--- src/rtl/phy_irq_pkg.sv ---
// Package: shared constants for the PHY event interrupt aggregator.
// Assumes: five event kinds per port, in the fixed bit order listed below.
package phy_irq_pkg;
    localparam int EVT_W = 5;

    typedef enum int {
        EV_ANEG_DONE = 0,
        EV_SPEED     = 1,
        EV_DUPLEX    = 2,
        EV_LINK      = 3,
        EV_ISOLATE   = 4
    } evt_idx_e;
endpackage

--- src/rtl/port_event_regs.sv ---
// Module: per-port sticky event status, event mask and port request.
// Assumes: event pulses last one cycle; rd_clr is high for one cycle per read.
module port_event_regs #(
    parameter int EVT_W = phy_irq_pkg::EVT_W
) (
    input  logic             clk,
    input  logic             rst_n,
    input  logic [EVT_W-1:0] evt,
    input  logic             rd_clr,
    input  logic             en_we,
    input  logic [EVT_W-1:0] en_wdata,
    output logic [EVT_W-1:0] status,
    output logic             req
);
    logic [EVT_W-1:0] mask_q;

    // Sticky status: a read clears the bits, a same-cycle event survives the clear.
    always_ff @(posedge clk) begin
        if (!rst_n)
            status <= '0;
        else
            status <= (rd_clr ? '0 : status) | evt;
    end

    // Mask register: loaded by an addressed write, all zeros after reset.
    always_ff @(posedge clk) begin
        if (!rst_n)
            mask_q <= '0;
        else if (en_we)
            mask_q <= en_wdata;
    end

    // Port request: any pending bit whose mask bit is set.
    always_comb req = |(status & mask_q);

    assert_evt_sets_R1: assert property (@(posedge clk) disable iff (!rst_n)
        1'b1 |=> ((status & $past(evt)) == $past(evt)));

    assert_sticky_R2: assert property (@(posedge clk) disable iff (!rst_n)
        !rd_clr |=> ((status & $past(status)) == $past(status)));

    assert_read_clears_R3: assert property (@(posedge clk) disable iff (!rst_n)
        (rd_clr && evt == '0) |=> (status == '0));

    assert_mask_gate_R6: assert property (@(posedge clk) disable iff (!rst_n)
        (mask_q == '0) |-> !req);
endmodule

--- src/rtl/irq_combine.sv ---
// Module: merges the per-port requests, applies the global enable and force,
// and registers the active-low interrupt line.
// Assumes: requests come from flops in the same clock domain.
module irq_combine #(
    parameter int NUM_PORTS = 8
) (
    input  logic                 clk,
    input  logic                 rst_n,
    input  logic [NUM_PORTS-1:0] port_req,
    input  logic                 glob_en,
    input  logic                 force_irq,
    output logic                 irq_n
);
    logic any_req;

    // Reduction across all ports.
    always_comb any_req = |port_req;

    // Registered line, released after reset.
    always_ff @(posedge clk) begin
        if (!rst_n)
            irq_n <= 1'b1;
        else
            irq_n <= !((glob_en && any_req) || force_irq);
    end

    assert_force_R9: assert property (@(posedge clk) disable iff (!rst_n)
        force_irq |=> !irq_n);

    assert_gate_off_R8: assert property (@(posedge clk) disable iff (!rst_n)
        (!glob_en && !force_irq) |=> irq_n);

    assert_registered_R10: assert property (@(posedge clk) disable iff (!rst_n)
        (glob_en && any_req) |=> !irq_n);
endmodule

--- src/rtl/phy_irq_aggregator.sv ---
// Module: top of the multi-port event interrupt aggregator.
// Assumes: one clock domain; evt_pulse is grouped by port, EVT_W bits each.
module phy_irq_aggregator #(
    parameter int NUM_PORTS = 8,
    parameter int EVT_W     = phy_irq_pkg::EVT_W,
    localparam int PORT_AW  = $clog2(NUM_PORTS),
    localparam int FLAT_W   = NUM_PORTS * EVT_W
) (
    input  logic               clk,
    input  logic               rst_n,
    input  logic [FLAT_W-1:0]  evt_pulse,
    input  logic               en_we,
    input  logic [PORT_AW-1:0] en_port,
    input  logic [EVT_W-1:0]   en_wdata,
    input  logic               glob_en,
    input  logic               force_irq,
    input  logic               rd_en,
    input  logic [PORT_AW-1:0] rd_port,
    output logic [EVT_W-1:0]   rd_data,
    output logic               irq_n
);
    logic [EVT_W-1:0]     status_arr [NUM_PORTS];
    logic [NUM_PORTS-1:0] port_req;

    for (genvar g = 0; g < NUM_PORTS; g++) begin : g_port
        logic hit_rd;
        logic hit_wr;

        // Address decode for this port's read clear and mask write.
        always_comb begin
            hit_rd = rd_en && (rd_port == PORT_AW'(g));
            hit_wr = en_we && (en_port == PORT_AW'(g));
        end

        port_event_regs #(.EVT_W(EVT_W)) u_regs (
            .clk      (clk),
            .rst_n    (rst_n),
            .evt      (evt_pulse[g*EVT_W +: EVT_W]),
            .rd_clr   (hit_rd),
            .en_we    (hit_wr),
            .en_wdata (en_wdata),
            .status   (status_arr[g]),
            .req      (port_req[g])
        );

        assert_other_port_kept_R4: assert property (@(posedge clk) disable iff (!rst_n)
            (rd_en && rd_port != PORT_AW'(g)) |=>
                ((status_arr[g] & $past(status_arr[g])) == $past(status_arr[g])));
    end

    // Read mux: status of the addressed port.
    always_comb begin
        rd_data = '0;
        for (int i = 0; i < NUM_PORTS; i++)
            if (rd_port == PORT_AW'(i))
                rd_data = status_arr[i];
    end

    irq_combine #(.NUM_PORTS(NUM_PORTS)) u_comb (
        .clk       (clk),
        .rst_n     (rst_n),
        .port_req  (port_req),
        .glob_en   (glob_en),
        .force_irq (force_irq),
        .irq_n     (irq_n)
    );
endmodule

--- config.mk ---
export PLATFORM = sky130hd
export DESIGN_NAME = phy_irq_aggregator
export DESIGN_NICKNAME = d
export VERILOG_FILES = /design/src/rtl/phy_irq_pkg.sv /design/src/rtl/port_event_regs.sv /design/src/rtl/irq_combine.sv /design/src/rtl/phy_irq_aggregator.sv
export SDC_FILE = /design/constraint.sdc
export NUM_CORES = 1
export LEC_CHECK = 0
export BUFFER_PORTS_ARGS = -buffer_cell sky130_fd_sc_hd__buf_4
export CORE_ASPECT_RATIO = 1.4
export CORE_MARGIN = 10
export CORE_UTILIZATION = 52
export DETAILED_ROUTE_END_ITERATION = 10
export PLACE_DENSITY_LB_ADDON = 0.12
export SLEW_MARGIN = 15
export SYNTH_ARGS = -nofsm -noshare
export SYNTH_HDL_FRONTEND = slang
export SYNTH_SLANG_ARGS = --single-unit
--- constraint.sdc ---
create_clock -name clk -period 3.4 [get_ports clk]
set_input_delay 0.17 -clock clk [delete_from_list [all_inputs] [get_ports clk]]
set_output_delay 0.17 -clock clk [all_outputs]
set_load 0.005 [all_outputs]
==> impl_metrics.ini, run 1 <==
[run_status]
status = finished clean

[worst_hold_path]
hp-class = input port to register
holdPathStages = 3
timing.hold.worst.start = evt_pulse[21]
timing.hold.worst_endpoint = g_port[4].u_regs.status[1]

[floorplan]
fp.coreArea_sq_um = 6613
initial_core_util = 0.5334
die_area_sq_um = 10520
die_y_um = 117.4
io_pins = 63
row_count = 35
die_w_um = 89.61

[logic_synthesis]
synth_area_per_cell_sq_um = 10.19
synth.largest_area_cell = dfxtp_1
ys_ff_latch = 81
synth_simple_gate_area_frac = 0.2047
ys_async_sr_fraction = 0
synth.yosys.warnings = 0
syn_area_sq_um = 3527
number_of_nets_produced_by_synthesis = 403
synth_edf_count = 0
synth.yosys.seq_area_share = 0.4597
post_synth_mux_area_share = 0.1561
synth_adder_area_share = 0
yosys.cell_types.count = 25
most_instantiated_library_cell_after_synthesis = nor2b_1
synth_top_area_share = 0.4597
synth_compound_area_frac = 0.1483
synthesized_netlist_cell_count = 346
synthXorXnorAreaFrac = 0
post_synth_main_area_contributors = dfxtp_1 (46%), mux2i_1 (16%), nor2b_1 (15%), a21oi_1 (5.8%), a22o_1 (3.2%)
netlist_top_cells_count = nor2b_1 (84), dfxtp_1 (81), mux2i_1 (55)
postSynth.topFlopCell = dfxtp_1
synth_top_family_by_area = simple AND/OR/NAND/NOR gates

[critical_path]
reg2reg_depth = 4
critical-path-top-cell-by-count = mux2i_1
timing.critical_path.slowest_stage_cell = dfxtp_1
critPathArrivalTime_ps = 1560
crit_path_max_fanout = 3
worst_setup_path_end_kind = output pin
cp_data_required_time_ps = 3230
crit-reg2reg-capture = u_comb.irq_n
timing.critical_path.from_type = register
timing.critical_path.buf_inv = 1
critical_path_class = register to output pin
timing.critical_path.cells = mux2i_1 > o2bb2ai_1 > a222oi_1 > mux2i_1 > buf_4
critical_path_s_top_delay_family = compound AO/OA/AOI/OAI gates
timing.critical_path.slowest_cell_delay_ps = 380
reg2reg_from = g_port[1].u_regs.status[0]
regToRegSetupSlack_ps = 1950

[finish]
number_of_antenna_repair_diodes = 0
drive_gt1_frac = 0.2080
area_growth_syn_to_layout_pct = 20.29
nets = 452
final_cell_area_sq_um = 4243
final.fill_count = 568

[clock_network]
buffer_type_at_the_clock_tree_root = clkbuf_8
cts.path.max_buffers = 2
cts.hold.buffers_added = 0
cts_buffers = 9
cts_repair_resize_count = 0
ctsHtreeMaxLevel = 3
post_cts_buffers = 0
clk_pin_slew_ps = 80
cts_sinks = 81
insertion_delay_ps = 350
tritoncts = built

[sta]
timing.slew.headroom = 0.5813
skew_ps = 7.475
final.setup.tns_ps = 0
final.period_utilization = 0.5102
setup_viol = 0
final.setup.worst_slack_ps = 1665
grt_setup_unrepaired = false
timing.fmax_mhz = 576.4
worst_tran_pin_value_ps = 628.0
finalMaxSlewViolations = 0
final-hold-violation-count = 0
timing.hold.ws_ps = 36.53
final.min_clock_period_ps = 1735

[placed_design]
dp_worst_setup_slack_ps = 1870
gpl.final_weighted_congestion = 0.8596
postPlaceCellArea_sq_um = 4001
dpl.hpwl_mm = 7.223
portBuffers = 62

[routing]
viasPerCell = 5.566
wl_per_cell_um = 19.29
drc = 0
uppermost_layer_routed = met4
postRouteWirelength_mm = 9.470
route.met3.wl_um = 539
drt_iter0_markers = 251
dr_total_vias = 2733
postRouteAntennaNets = 0
firstDrtPassIters = 5
met1_length_mm = 3.886
dr_wl_met2_mm = 4.804

[grt]
grt_pass1_vias = 2720
grt_start_max_net_pins = 82
grt_usage = 0.1832
grt-ovfl-total = 0
grt_first_pass_wirelength_mm = 14.77
grt_antenna_before_repair = 0

[pwr]
p_leak_uw = 0.001751
power_switching_uw = 495.5
clkPwrFrac = 0.399
combinationalPowerShare = 0.109
peakVddDrop_mv = 0.3204
power.share.sequential = 0.493
intPower_uw = 1624
pwr_density_cell_nw_per_um2 = 499.5
fraction_of_power_spent_switching_nets = 0.2338

[run]
drv.max_cap_violation_count = 0
==> worst max path at each step <==
stage	start	to	slack, ps	depth (start not counted)
finish	g_port[0].u_regs.status[3]	rd_data[3]	1670	5
floorplan	rd_port[0]	rd_data[3]	2160	5
detailed placement	rd_port[0]	rd_data[3]	1870	6
CTS	g_port[0].u_regs.status[3]	rd_data[3]	1640	5
global placement	rd_port[0]	rd_data[3]	1900	6
global route	g_port[0].u_regs.status[3]	rd_data[3]	1520	5
==> layout by cell type (no fill, tap or decap), drive strengths merged <==
master   instances
nor2b           84
dfxtp           81
buf             62
mux2i           55
a21oi           41
a22o            13
clkbuf          10
a221oi           8
a222oi           6
o2bb2ai          5
nand4            5
nand2            4
nand3            4
nand4b           3
bufinv           3
nor3             3
nor3b            2
a22oi            2
clkinv           2
inv              1
and2             1
nor2             1
nand2b           1
o21a             1
o31ai            1
==> layout make-up <==
class,instances,area [sq um],share of cell area
Multi-Input combinational cell,240,1795,0.4232
Inverter,1,3.754,0.0008847
Tap cell,92,115.1,0.02713
Clock buffer,10,137.6,0.03244
Clock inverter,5,103.9,0.02448
Sequential cell,81,1622,0.3822
Timing Repair Buffer,62,465.4,0.1097
==> state kept, by name (all words and copies together), names as in the netlist <==
| register | cells |
|---|---|
| g_port.u_regs.mask_q | 40 |
| g_port.u_regs.status | 40 |
| u_comb.irq_n | 1 |
==> cells by family (layout without fill, tap and decap cells) <==
| group | Yosys count | count (layout) |
|---|---|---|
| simple gates | 108 | 108 |
| mux | 55 | 55 |
| flops | 81 | 81 |
| compound gates | 77 | 77 |
| buf+inv | 25 | 78 |
==> power groups by stage <==
stage / registers, uW / logic, uW / clock network (uW)
2_1_floorplan: 1040 / 145 / 0
3_3_place_gp: 1070 / 225 / 0
3_5_place_dp: 1070 / 230 / 0
4_1_cts: 1040 / 230 / 861
5_1_grt: 1050 / 253 / 894
6_report: 1040 / 230 / 845
==> worst register-to-register path: stages, from the launching register on <==
cell      delay (ps)
dfxtp_1          370
a22o_1           250
a221oi_1         260
nand4_1          180
o31ai_1          290
==> metal layers <==
layer	vias up	global-route usage
met5	-	0
met4	0	0.08583
met3	17	0.03532
met2	97	0.3007
met1	1284	0.2188
li1	1335	-
==> metrics by stage <==
step                      total power, uW  cells  utilization
after global placement               1291    476       0.6051
after CTS                            2135    491       0.6416
after detailed placement             1295    476       0.6051
after global routing                 2194    491       0.6416
after floorplan                      1184    346            -
final                                2119    491       0.6416
No activity file was read; power rests on OpenSTA's default activity.
==> run 2: changes to the inputs <==
--- a/config.mk
+++ b/config.mk
@@ -5,6 +5,7 @@
 export SDC_FILE = /design/constraint.sdc
 export NUM_CORES = 1
 export LEC_CHECK = 0
+export ABC_AREA = 1
 export BUFFER_PORTS_ARGS = -buffer_cell sky130_fd_sc_hd__buf_4
 export CORE_ASPECT_RATIO = 1.4
 export CORE_MARGIN = 10
==> constraint.sdc (replaced) <==
create_clock -name clk -period 1.7 [get_ports clk]
set_input_delay 0.085 -clock clk [delete_from_list [all_inputs] [get_ports clk]]
set_output_delay 0.085 -clock clk [all_outputs]
set_load 0.005 [all_outputs]
==> impl_metrics.ini, run 2 <==
[run_status]
status = finished clean

[logic_synthesis]
number_of_nets_produced_by_synthesis = 541
most_instantiated_library_cell_after_synthesis = nor2_1
syn_area_sq_um = 3322
synth_edf_count = 0
synth.largest_area_cell = dfxtp_1
synth.yosys.seq_area_share = 0.4881
yosys.cell_types.count = 14
synth_top_area_share = 0.4881
postSynth.topFlopCell = dfxtp_1
ys_ff_latch = 81
netlist_top_cells_count = nor2_1 (153), nand2_1 (102), dfxtp_1 (81)
post_synth_main_area_contributors = dfxtp_1 (49%), nor2_1 (17%), nand2_1 (12%), a21oi_1 (6.0%), o21ai_0 (6.0%)
synth.yosys.warnings = 0
ys_async_sr_fraction = 0
synthesized_netlist_cell_count = 484
synth_area_per_cell_sq_um = 6.864

[sta]
final.min_clock_period_ps = 1621
final.setup.worst_slack_ps = 78.96
timing.fmax_mhz = 616.9
final.period_utilization = 0.9536
worst_tran_pin_value_ps = 409.2
finalMaxSlewViolations = 0
timing.hold.ws_ps = 42.52
timing.slew.headroom = 0.7262
skew_ps = 8.533
final-hold-violation-count = 0
setup_viol = 0

[routing]
viasPerCell = 5.339
drc = 0
drt_iter0_markers = 268
firstDrtPassIters = 7
wl_per_cell_um = 14.71
postRouteWirelength_mm = 9.709
postRouteAntennaNets = 0
dr_total_vias = 3524

[clock_network]
ctsHtreeMaxLevel = 3
cts_buffers = 9
clk_pin_slew_ps = 80
cts_sinks = 81
tritoncts = built
buffer_type_at_the_clock_tree_root = clkbuf_8
cts.path.max_buffers = 2
insertion_delay_ps = 360

[pwr]
post-layout-total-power_uw = 4231
peakVddDrop_mv = 0.5971
p_leak_uw = 0.002078
pwr_density_cell_nw_per_um2 = 940.7

[grt]
grt_usage = 0.1988
grt_antenna_before_repair = 0
grt_first_pass_wirelength_mm = 16.07
grt_pass1_vias = 3478
grt-ovfl-total = 0
grt_start_max_net_pins = 43

[placed_design]
dpl.hpwl_mm = 6.985
dp_worst_setup_slack_ps = 461.0
gpl.final_weighted_congestion = 0.8791
portBuffers = 62

[finish]
area_growth_syn_to_layout_pct = 35.40
nets = 643
multi_input_comb_area_sq_um = 1550
layout_common_cells = nor2_1 (151), nand2_1 (102), dfxtp_1 (72), buf_4 (65), dlygate4sd3_1 (42)
number_of_antenna_repair_diodes = 0
final_cell_utilization_of_the_core = 0.7242
area_occupied_by_registers_sq_um = 1633
final.fill_count = 483
drive_gt1_frac = 0.1650
layout_commonest_cell = nor2_1
reg.largest.list = g_port.u_regs.mask_q: 40 flops, g_port.u_regs.status: 40 flops, u_comb.irq_n: 1 flops

[floorplan]
fp.coreArea_sq_um = 6211
io_pins = 63
die_y_um = 114.6
die_w_um = 87.55
die_area_sq_um = 10030
initial_core_util = 0.5349
row_count = 34

[critical_path]
timing.critical_path.from_type = register
worst_setup_path_end_kind = register
cp_data_required_time_ps = 2000
crit_path_max_fanout = 3
regToRegSetupSlack_ps = 80
critPathArrivalTime_ps = 1920
critical_path_class = register to register

[worst_hold_path]
hp-class = input port to register

[run]
drv.max_cap_violation_count = 0
## run 2: cell types whose count changed in the layout (fill, tap and decap cells not counted), moves of 24 or more
cell and delta:
nor2_1 +150, inv_1 +24, mux2i_1 -55, nand2_1 +98, o21ai_0 +40, nor2b_1 -84
dlygate4sd3_1 +42
## run 2: critical path, cell delays in order, from the launching register on
cell and delay [ps]:
dfxtp_1 340, nand2_1 70, nand2_1 60, nor2_1 90, nand2_1 100, nor2_2 120, nand3_2 90, nand2_1 60
nand2_1 40, dlygate4sd3_1 540, nand2_1 60
## run 2: metal layers
metal / routed length [um] / part of all wire / vias to the layer above / global-route usage
met5: 0 / 0 / - / 0
met4: 337 / 0.035 / 0 / 0.1045
li1: - / - / 1747 / -
met3: 763 / 0.079 / 42 / 0.05627
met2: 4514 / 0.46 / 148 / 0.3113
met1: 4093 / 0.42 / 1587 / 0.2390
## run 2: final timing paths
| path | to | cells after the start | start |
|---|---|---|---|
| worst max-delay path | u_comb.irq_n | 10 | g_port[5].u_regs.status[3] |
| worst min-delay path | g_port[7].u_regs.mask_q[0] | 3 | en_wdata[0] |
| worst max register to register | u_comb.irq_n | 10 | g_port[5].u_regs.status[3] |
| worst min register to register | g_port[5].u_regs.status[1] | 2 | g_port[5].u_regs.status[1] |
## run 2: what timing repair did
item | 4_1_cts | 5_1_grt
hold buffers | 42 | 0
setup endpoints to repair | 0 | 1
endpoints found under the hold margin | 41 | 0
resized for setup | 0 | 12
buffers inserted | 0 | 2
## run 2: through the flow
step                      cells  instance area (sq um)  setup TNS (ps)
after floorplan             484                   3322               0
after global placement      603                   3822               0
after detailed placement    603                   3822               0
after CTS                   658                   4462               0
after global routing        660                   4498          -9.340
final                       660                   4498               0
## run 2: cell families (layout without fill, tap and decap cells)
| logic type | count (synthesis) | after routing | share of synthesized area |
|---|---|---|---|
| AOI/OAI and AO/OA | 80 | 80 | 0.1205 |
| buffers and inverters | 42 | 146 | 0.04821 |
| DFF | 81 | 81 | 0.4881 |
| and+or+nand+nor | 281 | 281 | 0.3431 |
## run 2: layout make-up
class,instances,share of cell area
clock inverters,4,0.02114
well taps,72,0.02003
repair buffers,107,0.2019
multi-input cells,361,0.3446
flip-flops and latches,81,0.3630
clock buffers,9,0.02754
inverters,26,0.02170
## run 2: power by group
part | switching (uW) | internal [uW] | total (uW) | leakage (uW)
logic | 249 | 267 | 516 | 0.00130
clock network | 670 | 949 | 1620 | 0.000111
registers | 91.7 | 2000 | 2100 | 0.000671
